`src/rtl/hdlc_rx_pkg.sv`:
```
package hdlc_rx_pkg;

    localparam int          CRC_W      = 16;
    localparam logic [15:0] CRC_PRESET = 16'hFFFF;
    localparam logic [15:0] CRC_POLY_R = 16'h8408;
    localparam logic [15:0] CRC_GOOD   = 16'hF0B8;
    localparam int          RUN_W      = 3;
    localparam int          STUFF_RUN  = 5;
    localparam int          DELIM_RUN  = 6;
    localparam int          EOF_BITS   = 5;

    typedef enum logic [2:0] {
        EV_NONE,
        EV_DATA,
        EV_STUFF,
        EV_FLAG,
        EV_ABORT
    } line_ev_e;

    typedef enum logic {
        ST_HUNT,
        ST_FRAME
    } rx_state_e;

    typedef struct packed {
        logic ended;
        logic aborted;
        logic odd_len;
        logic lost_byte;
        logic crc_bad;
    } eof_stat_t;

    function automatic logic [CRC_W-1:0] crc_step(input logic [CRC_W-1:0] c, input logic b);
        return (c >> 1) ^ ((c[0] ^ b) ? CRC_POLY_R : '0);
    endfunction

endpackage

```
`src/rtl/hdlc_line_dec.sv`:
```
module hdlc_line_dec
    import hdlc_rx_pkg::*;
(
    input  logic     clk,
    input  logic     rst,
    input  logic     bit_en,
    input  logic     rx_bit,
    output line_ev_e ev
);

    localparam logic [RUN_W-1:0] RUN_MAX = '1;

    logic [RUN_W-1:0] run_q;

    always_comb begin
        ev = EV_NONE;
        if (bit_en) begin
            if (rx_bit) begin
                if (run_q == RUN_W'(DELIM_RUN))
                    ev = EV_ABORT;
                else if (run_q < RUN_W'(DELIM_RUN))
                    ev = EV_DATA;
            end else begin
                if (run_q == RUN_W'(DELIM_RUN))
                    ev = EV_FLAG;
                else if (run_q == RUN_W'(STUFF_RUN))
                    ev = EV_STUFF;
                else
                    ev = EV_DATA;
            end
        end
    end

    always_ff @(posedge clk) begin
        if (rst)
            run_q <= '0;
        else if (bit_en)
            run_q <= rx_bit ? ((run_q == RUN_MAX) ? RUN_MAX : run_q + 1'b1) : '0;
    end

endmodule

```
`src/rtl/hdlc_bit_delay.sv`:
```
module hdlc_bit_delay #(
    parameter int DEPTH = 7
) (
    input  logic clk,
    input  logic rst,
    input  logic flush,
    input  logic push,
    input  logic din,
    output logic commit,
    output logic cbit
);

    localparam int CW = $clog2(DEPTH + 1);

    logic [DEPTH-1:0] line_q;
    logic [CW-1:0]    fill_q;

    assign commit = push && (fill_q == CW'(DEPTH));
    assign cbit   = line_q[DEPTH-1];

    always_ff @(posedge clk) begin
        if (rst || flush) begin
            line_q <= '0;
            fill_q <= '0;
        end else if (push) begin
            line_q <= {line_q[DEPTH-2:0], din};
            if (fill_q != CW'(DEPTH))
                fill_q <= fill_q + 1'b1;
        end
    end

endmodule

```
`src/rtl/hdlc_byte_fifo.sv`:
```
module hdlc_byte_fifo #(
    parameter int DEPTH = 4,
    parameter int W     = 8
) (
    input  logic         clk,
    input  logic         rst,
    input  logic         wr,
    input  logic [W-1:0] wdata,
    input  logic         rd,
    output logic [W-1:0] rdata,
    output logic         valid,
    output logic         overwrite
);

    localparam int AW = (DEPTH > 1) ? $clog2(DEPTH) : 1;
    localparam int CW = $clog2(DEPTH + 1);

    logic [W-1:0]  mem [DEPTH];
    logic [AW-1:0] rp_q, wp_q;
    logic [CW-1:0] cnt_q;
    logic          full, do_rd, inc;

    function automatic logic [AW-1:0] nxt(input logic [AW-1:0] p);
        return (p == AW'(DEPTH - 1)) ? '0 : p + 1'b1;
    endfunction

    assign full      = (cnt_q == CW'(DEPTH));
    assign valid     = (cnt_q != '0);
    assign do_rd     = rd && valid;
    assign overwrite = wr && full && !do_rd;
    assign inc       = wr && (!full || do_rd);
    assign rdata     = mem[rp_q];

    always_ff @(posedge clk) begin
        if (wr)
            mem[wp_q] <= wdata;
    end

    always_ff @(posedge clk) begin
        if (rst) begin
            rp_q  <= '0;
            wp_q  <= '0;
            cnt_q <= '0;
        end else begin
            if (wr)
                wp_q <= nxt(wp_q);
            if (do_rd || overwrite)
                rp_q <= nxt(rp_q);
            cnt_q <= cnt_q + CW'(inc) - CW'(do_rd);
        end
    end

endmodule

```
`src/rtl/hdlc_dl_rx.sv`:
```
module hdlc_dl_rx
    import hdlc_rx_pkg::*;
#(
    parameter int FIFO_DEPTH = 4,
    parameter int STAT_W     = 8,
    parameter int LOOKBEHIND = 7,
    parameter int MIN_BYTES  = 2
) (
    input  logic              clk,
    input  logic              rst,
    input  logic              bit_en,
    input  logic              rx_bit,
    input  logic              fcs_chk_en,
    input  logic              rd_stb,
    output logic [7:0]        rd_data,
    output logic              rd_valid,
    output logic [STAT_W-1:0] status
);

    localparam int NBW = $clog2(MIN_BYTES + 1);

    line_ev_e         ev;
    rx_state_e        state_q;
    logic             in_frame, dpush, flush, commit, cbit;
    logic [7:0]       asm_q, byte_w;
    logic [2:0]       bpos_q;
    logic             byte_done;
    logic [CRC_W-1:0] crc_q;
    logic [NBW-1:0]   nbytes_q;
    logic             ovf_seen_q, fifo_ovw;
    logic             frame_end, report, restart;
    eof_stat_t        stat_q;

    hdlc_line_dec u_line (
        .clk    (clk),
        .rst    (rst),
        .bit_en (bit_en),
        .rx_bit (rx_bit),
        .ev     (ev)
    );

    assign in_frame = (state_q == ST_FRAME);
    assign dpush    = in_frame && (ev == EV_DATA);
    assign flush    = (ev == EV_FLAG) || (ev == EV_ABORT);

    hdlc_bit_delay #(.DEPTH(LOOKBEHIND)) u_delay (
        .clk    (clk),
        .rst    (rst),
        .flush  (flush),
        .push   (dpush),
        .din    (rx_bit),
        .commit (commit),
        .cbit   (cbit)
    );

    assign byte_w    = {cbit, asm_q[7:1]};
    assign byte_done = commit && (bpos_q == 3'd7);

    hdlc_byte_fifo #(.DEPTH(FIFO_DEPTH), .W(8)) u_fifo (
        .clk       (clk),
        .rst       (rst),
        .wr        (byte_done),
        .wdata     (byte_w),
        .rd        (rd_stb),
        .rdata     (rd_data),
        .valid     (rd_valid),
        .overwrite (fifo_ovw)
    );

    assign frame_end = in_frame && flush;
    assign report    = frame_end && (nbytes_q >= NBW'(MIN_BYTES));
    assign restart   = flush;

    always_ff @(posedge clk) begin
        if (rst) begin
            state_q <= ST_HUNT;
        end else if (ev == EV_FLAG) begin
            state_q <= ST_FRAME;
        end else if (ev == EV_ABORT) begin
            state_q <= ST_HUNT;
        end
    end

    always_ff @(posedge clk) begin
        if (rst || restart) begin
            asm_q    <= '0;
            bpos_q   <= '0;
            crc_q    <= CRC_PRESET;
            nbytes_q <= '0;
        end else if (commit) begin
            asm_q  <= byte_w;
            bpos_q <= bpos_q + 1'b1;
            crc_q  <= crc_step(crc_q, cbit);
            if (byte_done && (nbytes_q != NBW'(MIN_BYTES)))
                nbytes_q <= nbytes_q + 1'b1;
        end
    end

    always_ff @(posedge clk) begin
        if (rst)
            ovf_seen_q <= 1'b0;
        else if (report)
            ovf_seen_q <= 1'b0;
        else if (fifo_ovw)
            ovf_seen_q <= 1'b1;
    end

    always_ff @(posedge clk) begin
        if (rst) begin
            stat_q <= '0;
        end else if (report) begin
            stat_q.ended     <= 1'b1;
            stat_q.aborted   <= (ev == EV_ABORT);
            stat_q.odd_len   <= (ev == EV_FLAG) && (bpos_q != 3'd0);
            stat_q.lost_byte <= ovf_seen_q;
            stat_q.crc_bad   <= (ev == EV_FLAG) && fcs_chk_en && (crc_q != CRC_GOOD);
        end
    end

    assign status = STAT_W'(stat_q);

endmodule

```
`config.mk`:
```
export PLATFORM = sky130hd
export DESIGN_NAME = hdlc_dl_rx
export DESIGN_NICKNAME = d
export VERILOG_FILES = /design/src/rtl/hdlc_rx_pkg.sv /design/src/rtl/hdlc_line_dec.sv /design/src/rtl/hdlc_bit_delay.sv /design/src/rtl/hdlc_byte_fifo.sv /design/src/rtl/hdlc_dl_rx.sv
export SDC_FILE = /design/constraint.sdc
export NUM_CORES = 1
export LEC_CHECK = 0
export CAP_MARGIN = 20
export CORE_MARGIN = 2
export CORE_UTILIZATION = 35
export DETAILED_ROUTE_END_ITERATION = 16
export GPL_TIMING_DRIVEN = 0
export REMOVE_ABC_BUFFERS = 1
export SYNTH_ARGS = -nofsm -noshare
export SYNTH_HDL_FRONTEND = slang
export SYNTH_SLANG_ARGS = --single-unit
```
`constraint.sdc`:
```
create_clock -name clk -period 2.5 [get_ports clk]
set_input_delay 0.625 -clock clk [delete_from_list [all_inputs] [get_ports clk]]
set_output_delay 0.625 -clock clk [all_outputs]
set_load 0.01 [all_outputs]
```
# Word level (Yosys, flattened, before mapping)

Memories as Yosys holds them, arrays and structs flattened. A register that Yosys moved wholly into a read port is not among the register bits.
Index checks and enable logic that the tools add are counted.
Widths: inputs -> output; s select.

Add/sub/neg operators: 8
$lt $le $gt $ge: 2
Equal/unequal tests: 14
Mux-type cells: 17
Bitwise logic cells: 2
Reductions and logical operators: 25

Operators by type and width:

| cell                 | count |
|---|---|
| $eq 3x3->1 const B   | 7 |
| $mux 3               | 6 |
| $mux 16              | 1 |
| $ne 16x16->1 const B | 1 |
| $xor 15x16->16       | 1 |
| $logic_and 1x1->1    | 13 |
| $mux 2               | 5 |
| $add 3x1->3 const B  | 3 |
| $add 2x1->2 const B  | 3 |
| $reduce_bool 3->1    | 2 |
| $mux 1               | 5 |
| $eq 2x2->1 const B   | 2 |
| $logic_or 1x1->1     | 4 |
| $reduce_and 2->1     | 2 |
| $add 3x1->3          | 1 |
| $eq 3x1->1 const B   | 1 |
| $eq 3x2->1 const B   | 1 |
| $lt 3x3->1 const B   | 1 |
| $ne 3x3->1 const B   | 1 |
| $sub 3x1->3          | 1 |
| $ge 2x2->1 const B   | 1 |
| $logic_not 1->1      | 2 |
| $ne 2x2->1 const B   | 1 |
| $reduce_bool 2->1    | 1 |
| 2 further kinds      | 2 |

Register bits: 56
RAM bits: 32
Input port bits: 6
Output and inout bits: 17
Word-level logic and storage cells: 86
Memories: 1

Memories:

| name       | words | width | rd ports | clocked after memory_dff | wr ports | line                 | RTL |
|---|---|---|---|---|---|---|---|
| u_fifo.mem | 4     | 8     | 1        | 1                        | 1        | hdlc_byte_fifo.sv:18 | `logic [W-1:0] mem [DEPTH];` |

# Longest topological paths before layout

Gate-level depths: netlist (run 1).

Depth in word-level cells: 14
Gate-level depth with buffers: 12
Mapped depth without buffers: 11

# Cells and area by module

A second synthesis (run 1) with hierarchy kept.

Cell total of the unflattened synthesis: 304
Area total of the unflattened synthesis: 3781.1 um^2

Modules (own cells, without submodules):

| module         | times used | cells an instance | area each (um^2) | seq. area each (um^2) |
|---|---|---|---|---|
| hdlc_byte_fifo | 1          | 94                | 1660.3           | 1141.1 |
| hdlc_dl_rx     | 1          | 150               | 1493.9           | 700.7 |
| hdlc_bit_delay | 1          | 37                | 405.4            | 200.2 |
| hdlc_line_dec  | 1          | 23                | 221.5            | 60.1 |

# Worst setup path after synthesis (run 1)

OpenSTA, ideal clock, no wires.

Path kind: register to register
Start point: register u_line.run_q[1]
End point: register u_fifo.cnt_q[2]
Setup time: 128 ps
Data arrival time: 2382 ps
Required time: 2372 ps
Slack: -10 ps
Cell stages (with the launch flop): 13
Path buffers: 1
Clock period less this slack: 2510 ps
Cells stage by stage: dfxtp_1 > inv_1 > ha_1 > and3b_1 > buf_2 > a211oi_4 > nor2b_1 > ha_1 > inv_1 > fa_1 > xor2_1 > xnor2_1 > nor2_1

Longest elaborated chain between the ends: 12
Elaborated cells between the ends (all ways): 16
Classes of those cells: 2 x add/sub; 1 x order compare; 3 x eq/ne; 6 x mux; 4 x reduce/logical

RTL lines:

| element                                  | line                                     | RTL |
|---|---|---|
| start, declared                          | hdlc_line_dec.sv:13                      | `logic [RUN_W-1:0] run_q;` |
| start signal, assigned                   | hdlc_line_dec.sv:38                      | `run_q <= rx_bit ? ((run_q == RUN_MAX) ? RUN_MAX : run_q + 1'b1) : '0;` |
| $lt 3x3->1 or $eq 3x3->1 (tied branches) | hdlc_line_dec.sv:21, hdlc_line_dec.sv:26 |  |
| $mux 1 or $mux 2 (tied branches)         | hdlc_line_dec.sv:21, hdlc_line_dec.sv:26 |  |
| $mux 3, on equally long branches         | hdlc_line_dec.sv:19, hdlc_line_dec.sv:24 |  |
| $mux 3 *                                 | hdlc_line_dec.sv:18                      | `if (rx_bit) begin` |
| $mux 3 *                                 | hdlc_line_dec.sv:17                      | `if (bit_en) begin` |
| $eq 3x1->1 *                             | hdlc_dl_rx.sv:43                         | `assign dpush = in_frame && (ev == EV_DATA);` |
| $logic_and 1x1->1 *                      | hdlc_dl_rx.sv:43                         |  |
| $logic_and 1x1->1 *                      | hdlc_bit_delay.sv:18                     | `assign commit = push && (fill_q == CW'(DEPTH));` |
| $logic_and 1x1->1 *                      | hdlc_dl_rx.sv:57                         | `assign byte_done = commit && (bpos_q == 3'd7);` |
| $logic_and 1x1->1 *                      | hdlc_byte_fifo.sv:31                     | `assign inc = wr && (!full \|\| do_rd);` |
| $add 3x1->3 *                            | hdlc_byte_fifo.sv:49                     | `cnt_q <= cnt_q + CW'(inc) - CW'(do_rd);` |
| $sub 3x1->3 *                            | hdlc_byte_fifo.sv:49                     |  |
| end signal, assigned                     | hdlc_byte_fifo.sv:49                     |  |
| end, declared                            | hdlc_byte_fifo.sv:20                     | `logic [CW-1:0] cnt_q;` |

Mark *: on every way between the ends. The rest lies on a longest branch, timed or not.
A chain may end at the register's enable or synchronous reset.

==> results of run 1 <==
-- state kept, by name, summed over array words and instances, names as in the netlist, 2 cells and up, named ones only --
register        count
asm_q               7
bpos_q              3
crc_q              16
nbytes_q            2
status              5
u_delay.fill_q      3
u_delay.line_q      7
u_fifo.cnt_q        3
u_fifo.mem         32
u_fifo.rp_q         2
u_fifo.wp_q         2
u_line.run_q        3
-- worst min path at each step --
stage / startpoint / endpoint / cells past startpoint
final: bpos_q[2] / bpos_q[2] / 2
after global routing: status[0] / status[0] / 2
after CTS: bpos_q[2] / bpos_q[2] / 2
after detailed placement: bpos_q[2] / bpos_q[2] / 2
after global placement: bpos_q[2] / bpos_q[2] / 2
after floorplan: bpos_q[2] / bpos_q[2] / 2
-- worst max-delay path, stage by stage, from the launching register on --
cell	delay [ns]
dfxtp_4	0.42
mux4_2	0.51
clkdlybuf4s50_1	0.49
-- final cells by class --
type / instances / area, µm²
inverter: 13 / 48.8
sequential: 89 / 2110
clock buffer: 9 / 124
multi-input combinational: 216 / 1540
fill: 1028 / 6100
tap: 136 / 170
clock inverter: 7 / 68.8
timing repair buffer: 26 / 258
-- Yosys cell counts, drive strengths merged (2+ instances only) --
cell type / number
nor2b: 5
inv: 13
o21ai: 5
nand2b: 5
and2: 4
mux4: 8
mux2i: 12
xnor2: 6
xor2: 2
dfxtp: 57
a211oi: 3
ha: 16
clkbuf: 2
buf: 16
nand4: 3
edfxtp: 32
nor3: 6
a2111oi: 3
nor2: 28
a21oi: 17
nand2: 53
nand3: 19
o211ai: 3
-- per-layer routing --
layer | up-vias | GRT usage, % | part of all wire, %
li1 | 1200 | - | -
met1 | 1116 | 15.4 | 48
met3 | 11 | 3.09 | 3.2
met4 | 0 | 5.04 | 2.1
met2 | 33 | 19.5 | 47
met5 | - | 0 | 0
-- what timing repair did --
action,CTS,global route
gates resized for setup,7,11
pin swaps,2,2
cloned,0,0
buffers inserted,2,4
endpoints found under the setup margin,42,23
-- power groups by stage --
stage	Clock [mW]	Combinational (mW)	Sequential [mW]
after CTS	0.986	0.286	1.61
after floorplan	0	0.209	1.61
after global routing	1.05	0.359	1.61
final	0.965	0.309	1.59
after detailed placement	0	0.286	1.64
after global placement	0	0.278	1.63
-- cells by family after synthesis --
group / count (synthesis)
and+or+nand+nor: 132
adders and majority gates: 17
xor gates and xnor gates: 8
DFF: 89
muxes: 20
AOI/OAI and AO/OA: 36
buffers and inverters: 31
other: 1
-- through the flow --
step,hold WS (ns),cell area (µm²),total power [mW],setup slack [ns]
floorplan,0.450,3680,1.82,0.0133
global placement,0.463,4040,1.91,-0.874
detailed placement,0.468,4040,1.92,-0.941
CTS,0.482,4250,2.88,0.00414
global route,0.507,4320,3.01,-0.0627
finish,0.476,4320,2.87,0.111
==> summary.md, run 1 <==
| Metric | Value |
|---|---|
| Outcome | finished clean |
| XOR/XNOR Fraction of Synth Area | ~1.9% |
| Core Area | roughly 10000 µm² |
| Worst slew pin tran | between 0.7 and 0.8 ns |
| Initial DRC Count | 82 |
| Clock root buffer | clkbuf_8 |
| Worst-path clk slew | approximately 0.1 ns |
| Share of layout cells above drive strength 1 | between 10% and 20% |
| Final setup TNS | 0 ns |
| Pin count of the biggest net entering global routing | 28 |
| Leak Pwr | about 1.7 nW |
| WL/cell | approximately 13 µm |
| Ys Warns | 0 |
| Final setup viols | 0 |
| DRT Pass-1 Iters | 4 |
| Final ANT Viol Nets | 0 |
| Cts bufs inserted | 9 |
| H-tree Lvls | 3 |
| Hold buffer count at cts | 0 |
| Simple-Gate Fraction of Synth Area | 16.6% |
| Die area | 11600 µm² |
| Reg2reg setup slack | around 0.12 ns |
| R2r startpoint | u_delay.fill_q[0] |
| Sequential-to-total area share from yosys stat | 55.6% |
| Seq pwr share | 55.5% |
| Worst setup path class | reg -> out |
| Worst VDD drop | between 200 and 300 µV |
| Setup Skew | between 0.01 and 0.015 ns |
| FF-to-FF End | u_fifo.cnt_q[2] |
| Cell-internal power | around 2.1 mW |
| Synth top area share | a little under a third |
| Initial antenna violation count | 0 |
| Switching power | a little under 0.8 mW |
| Synth Area in Compound Gates | ~7.9% |
| DP Cell Count | approximately 470 |
| Fraction of registers with async set or reset after synthesis | 0% |
| Horiz. Die Dim | about 110 µm |
| Min-Delay Path Class | reg -> reg |
| Mean Syn Cell Area | approximately 11 µm² |
| Post-Synthesis Cells | about 330 |
| Arrival @ worst endpoint | around 1.8 ns |
| Final Max Tran Viols | 0 |
| Grt ovf | 0 |
| Largest family of logic cells by synthesized area | simple AND/OR/NAND/NOR gates |
| GPL Wtd Cong | a little over 0.7 |
| Main area contributors after synthesis | dfxtp_1 (30%), edfxtp_1 (25%), ha_1 (5.3%), nand2_1 (5.3%), mux4_2 (4.8%) |
| Post-synthesis adder-cell area fraction | under 10% |
| Ant. Diodes | 0 |
| Sw Share | between 20 and 30% |
| First-pass GRT wire length | 10800 µm |
| DRC violations left | 0 |
| GRT Resource Usage Total | about 12% |
| EDFF count, synth | 32 |
| Worst EP required | about 1.9 ns |
| Combinational share of power | a little over a tenth |
| Worst-Skew Late Latency | between 0.3 and 0.4 ns |
| Most frequent cells in the layout | nand2_1 (53), dfxtp_1 (53), edfxtp_1 (32) |
| Crit path max fanout | 6 |
| Clock Path Buffers | 2 |
| Headroom to the max-slew limit | around 49% |
| Starting Density | a little over a third |
| Vias in the first global route | 2262 |
| Via-per-instance ratio | ~4.8 |
| Final Net Count | between 300 and 400 |
| Multiplexer area fraction after synthesis | roughly 7.9% |
| Clk sink count | between 80 and 90 |
| Num rows | 37 |
| Yosys cell types | 47 |
| HPWL after detailed placement | ~4200 µm |
| Final cell count without fillers | a little under 500 |
| Cells on worst reg2reg path | 11 |
| #FFs+latches synth | 89 |
| RSZ-0062 raised after global routing | yes |
| Worst setup SP type | flop |
| Post-Syn Area | ~3800 µm² |
| Number of I/O port buffers | 19 |
| Layout area overhead | 14.4% |
| Endpoints failing hold | 0 |
| Final min period | roughly 2.4 ns |
| Final design utilization | between 40% and 50% |
| Routed wire length | 6350 µm |
| Fmax | around 420 MHz |
| Post-synth top flop | dfxtp_1 |
| # IOs | 23 |
| CTS tree | yes |
| Clock network fraction of total power | around a third |
| Die H | approximately 110 µm |
| Routed vias | ~2400 |
| Pwr per Cell Area | around 660 nW/µm² |
| Crit path to | rd_data[6] |
| Period utilisation layout | between 90% and 100% |
| Max cap viols | 0 |
| Critical path endpoint category | output pin |
| Synth area leader | dfxtp_1 |
No activity file was read; power rests on OpenSTA's default activity.
==> run 2, diff against run 1 <==
GPL_TIMING_DRIVEN = 1   (was 0)
==> summary.md, run 2 (same netlist as run 1, synthesis figures left out) <==
| Metric | Value |
|---|---|
| Initial antenna violation count | 0 (unchanged) |
| Most common cell after layout, fill and taps aside | dfxtp_1 |
| Worst VDD drop | 272 µV (was 265 µV) |
| Routed vias | 2410 (was 2360) |
| Final setup viols | 0 (unchanged) |
| Grt ovf | 0 (unchanged) |
| # IOs | 23 (unchanged) |
| Setup Skew | 0.00962 ns (was 0.0103 ns) |
| Final min period | 2.39 ns (about the same) |
| Largest regs | u_fifo.mem: 32 flops, crc_q: 16 flops (unchanged) |
| Clock Path Buffers | 2 (unchanged) |
| Horiz. Die Dim | 108 µm (unchanged) |
| DP Cell Count | 500 (was 473) |
| Die area | 11600 µm² (unchanged) |
| Initial DRC Count | 59 (was 82) |
| RSZ-0062 raised after global routing | no (was yes) |
| Vias in the first global route | 2398 (was 2262) |
| Die H | 108 µm (unchanged) |
| WL/cell | 12.7 µm (was 12.8 µm) |
| First-pass GRT wire length | 11200 µm (was 10800 µm) |
| Slowest CP cell | mux4_2 (unchanged) |
| Fill cells | 984 (was 1028) |
| Starting Density | 36.3% (unchanged) |
| Worst setup SP type | flop (unchanged) |
| Layout area overhead | 20.6% (was 14.4%) |
| DRC violations left | 0 (unchanged) |
| H-tree Lvls | 3 (unchanged) |
| Hold buffer count at cts | 0 (unchanged) |
| Number of I/O port buffers | 19 (unchanged) |
| Pwr per Cell Area | 641 nW/µm² (was 663 nW/µm²) |
| Worst-path clk slew | 0.09 ns (was 0.10 ns) |
| Hold_ws | 0.479 ns (was 0.476 ns) |
| Via-per-instance ratio | 4.64 (was 4.76) |
| Clock root buffer | clkbuf_8 (unchanged) |
| Biggest register | u_fifo.mem (unchanged) |
| Critical path endpoint category | output pin (unchanged) |
| Final Max Tran Viols | 0 (unchanged) |
| Routed wire length | 6580 µm (was 6350 µm) |
| Ant. Diodes | 0 (unchanged) |
| Clk sink count | 89 (unchanged) |
| Pin count of the biggest net entering global routing | 28 (unchanged) |
| Final cell count without fillers | 519 (was 496) |
| DRT Pass-1 Iters | 5 (was 4) |
| GPL Wtd Cong | 0.802 (was 0.715) |
| Crit path max fanout | 8 (was 6) |
| Num rows | 37 (unchanged) |
| Max FFs per register | 32 (unchanged) |
| Period utilisation layout | 95.8% (was 95.6%) |
| CTS tree | yes (unchanged) |
| Worst path cell trace | buf_6 -> buf_4 -> mux4_2 -> dlygate4sd2_1 (was mux4_2 -> clkdlybuf4s50_1) |
| Worst EP required | 1.88 ns (about the same) |
| Outcome | finished clean (unchanged) |
| HPWL after detailed placement | 4620 µm (was 4180 µm) |
| GRT Resource Usage Total | 12.7% (was 12.1%) |
| Most frequent cells in the layout | dfxtp_1 (55), nand2_1 (53), edfxtp_1 (32) (was nand2_1 (53), dfxtp_1 (53), edfxtp_1 (32)) |
| Max cap viols | 0 (unchanged) |
| Final ANT Viol Nets | 0 (unchanged) |
| Core Area | 10400 µm² (unchanged) |
| Worst setup path class | reg -> out (unchanged) |
| Arrival @ worst endpoint | 1.77 ns (was 1.76 ns) |
| Min-Delay Path Class | reg -> reg (unchanged) |
| Worst-Skew Late Latency | 0.36 ns (about the same) |
| Share of layout cells above drive strength 1 | 18.8% (was 15.6%) |
| Fmax | 418 MHz (was 419 MHz) |
| Largest stage delay, worst path | 0.50 ns (was 0.51 ns) |
| Leak Pwr | 1.87 nW (was 1.68 nW) |
| Endpoints failing hold | 0 (unchanged) |
| Cts bufs inserted | 9 (unchanged) |
| Final Net Count | 401 (was 378) |
-- run 2: cell count changes in the layout (fill, tap and decap cells not counted), moves of 2 or more --
cell | before | now
dfxtp_1 | 53 | 55
buf_12 | 0 | 6
clkdlybuf4s50_1 | 14 | 10
buf_4 | 6 | 23
dfxtp_4 | 3 | 0
dlygate4sd2_1 | 1 | 3
dlymetal6s2s_1 | 3 | 6
-- run 2: path summary, 6_finish.rpt --
path / startpoint / end / slack, ns / cells after the start
hold reg to reg: bpos_q[1] / bpos_q[1] / 0.48 / 2
setup / recovery: flop / rd_data[7] / 0.11 / 4
hold / removal: bpos_q[1] / bpos_q[1] / 0.48 / 2
setup reg to reg: u_delay.fill_q[0] / u_fifo.cnt_q[2] / 0.17 / 11
-- run 2: layout make-up --
class | instances | area [µm²] | area share (%)
tap | 136 | 170 | 3.73
timing repair buffer | 49 | 505 | 11.1
inverter | 13 | 48.8 | 1.07
clock buffer | 9 | 124 | 2.72
sequential | 89 | 2100 | 46.2
clock inverter | 7 | 73.8 | 1.62
multi-input combinational | 216 | 1530 | 33.6
-- run 2: power by group --
part           internal (mW)  switching (mW)  total (mW)
registers               1.53          0.0410        1.57
logic                  0.215           0.169       0.384
clock network          0.392           0.573       0.965
total                   2.14           0.783        2.92
-- run 2: critical path: cells and delay by family, from the launching register on --
kind | cells | cell delay (ns)
buffers and inverters | 3 | 0.58
multiplexers | 1 | 0.50
flip-flops | 1 | 0.34
-- run 2: routing by layer --
metal / global-route usage [%] / share of wire (%)
met3: 3.63 / 3.6
met1: 16.3 / 48
met5: 0 / 0
met2: 20.2 / 47
met4: 4.67 / 1.4
-- run 2: stage by stage --
stage                     setup WS (ns)  TNS [ns]  instance area (µm²)  utilization (%)  power (mW)
after floorplan                  0.0133         0                 3680                -        1.82
after global placement           -0.275    -0.538                 4320             41.5        1.95
after detailed placement         -0.334    -0.572                 4320             41.5        1.97
after CTS                     0.0000220         0                 4540             43.6        2.97
after global routing            0.00586         0                 4560             43.7        3.07
final                             0.105         0                 4560             43.7        2.92
-- run 2: timing repair --
action | CTS | global route
endpoints found under the setup margin | 8 | 6
gates resized for setup | 5 | 7
setup buffers | 3 | 0
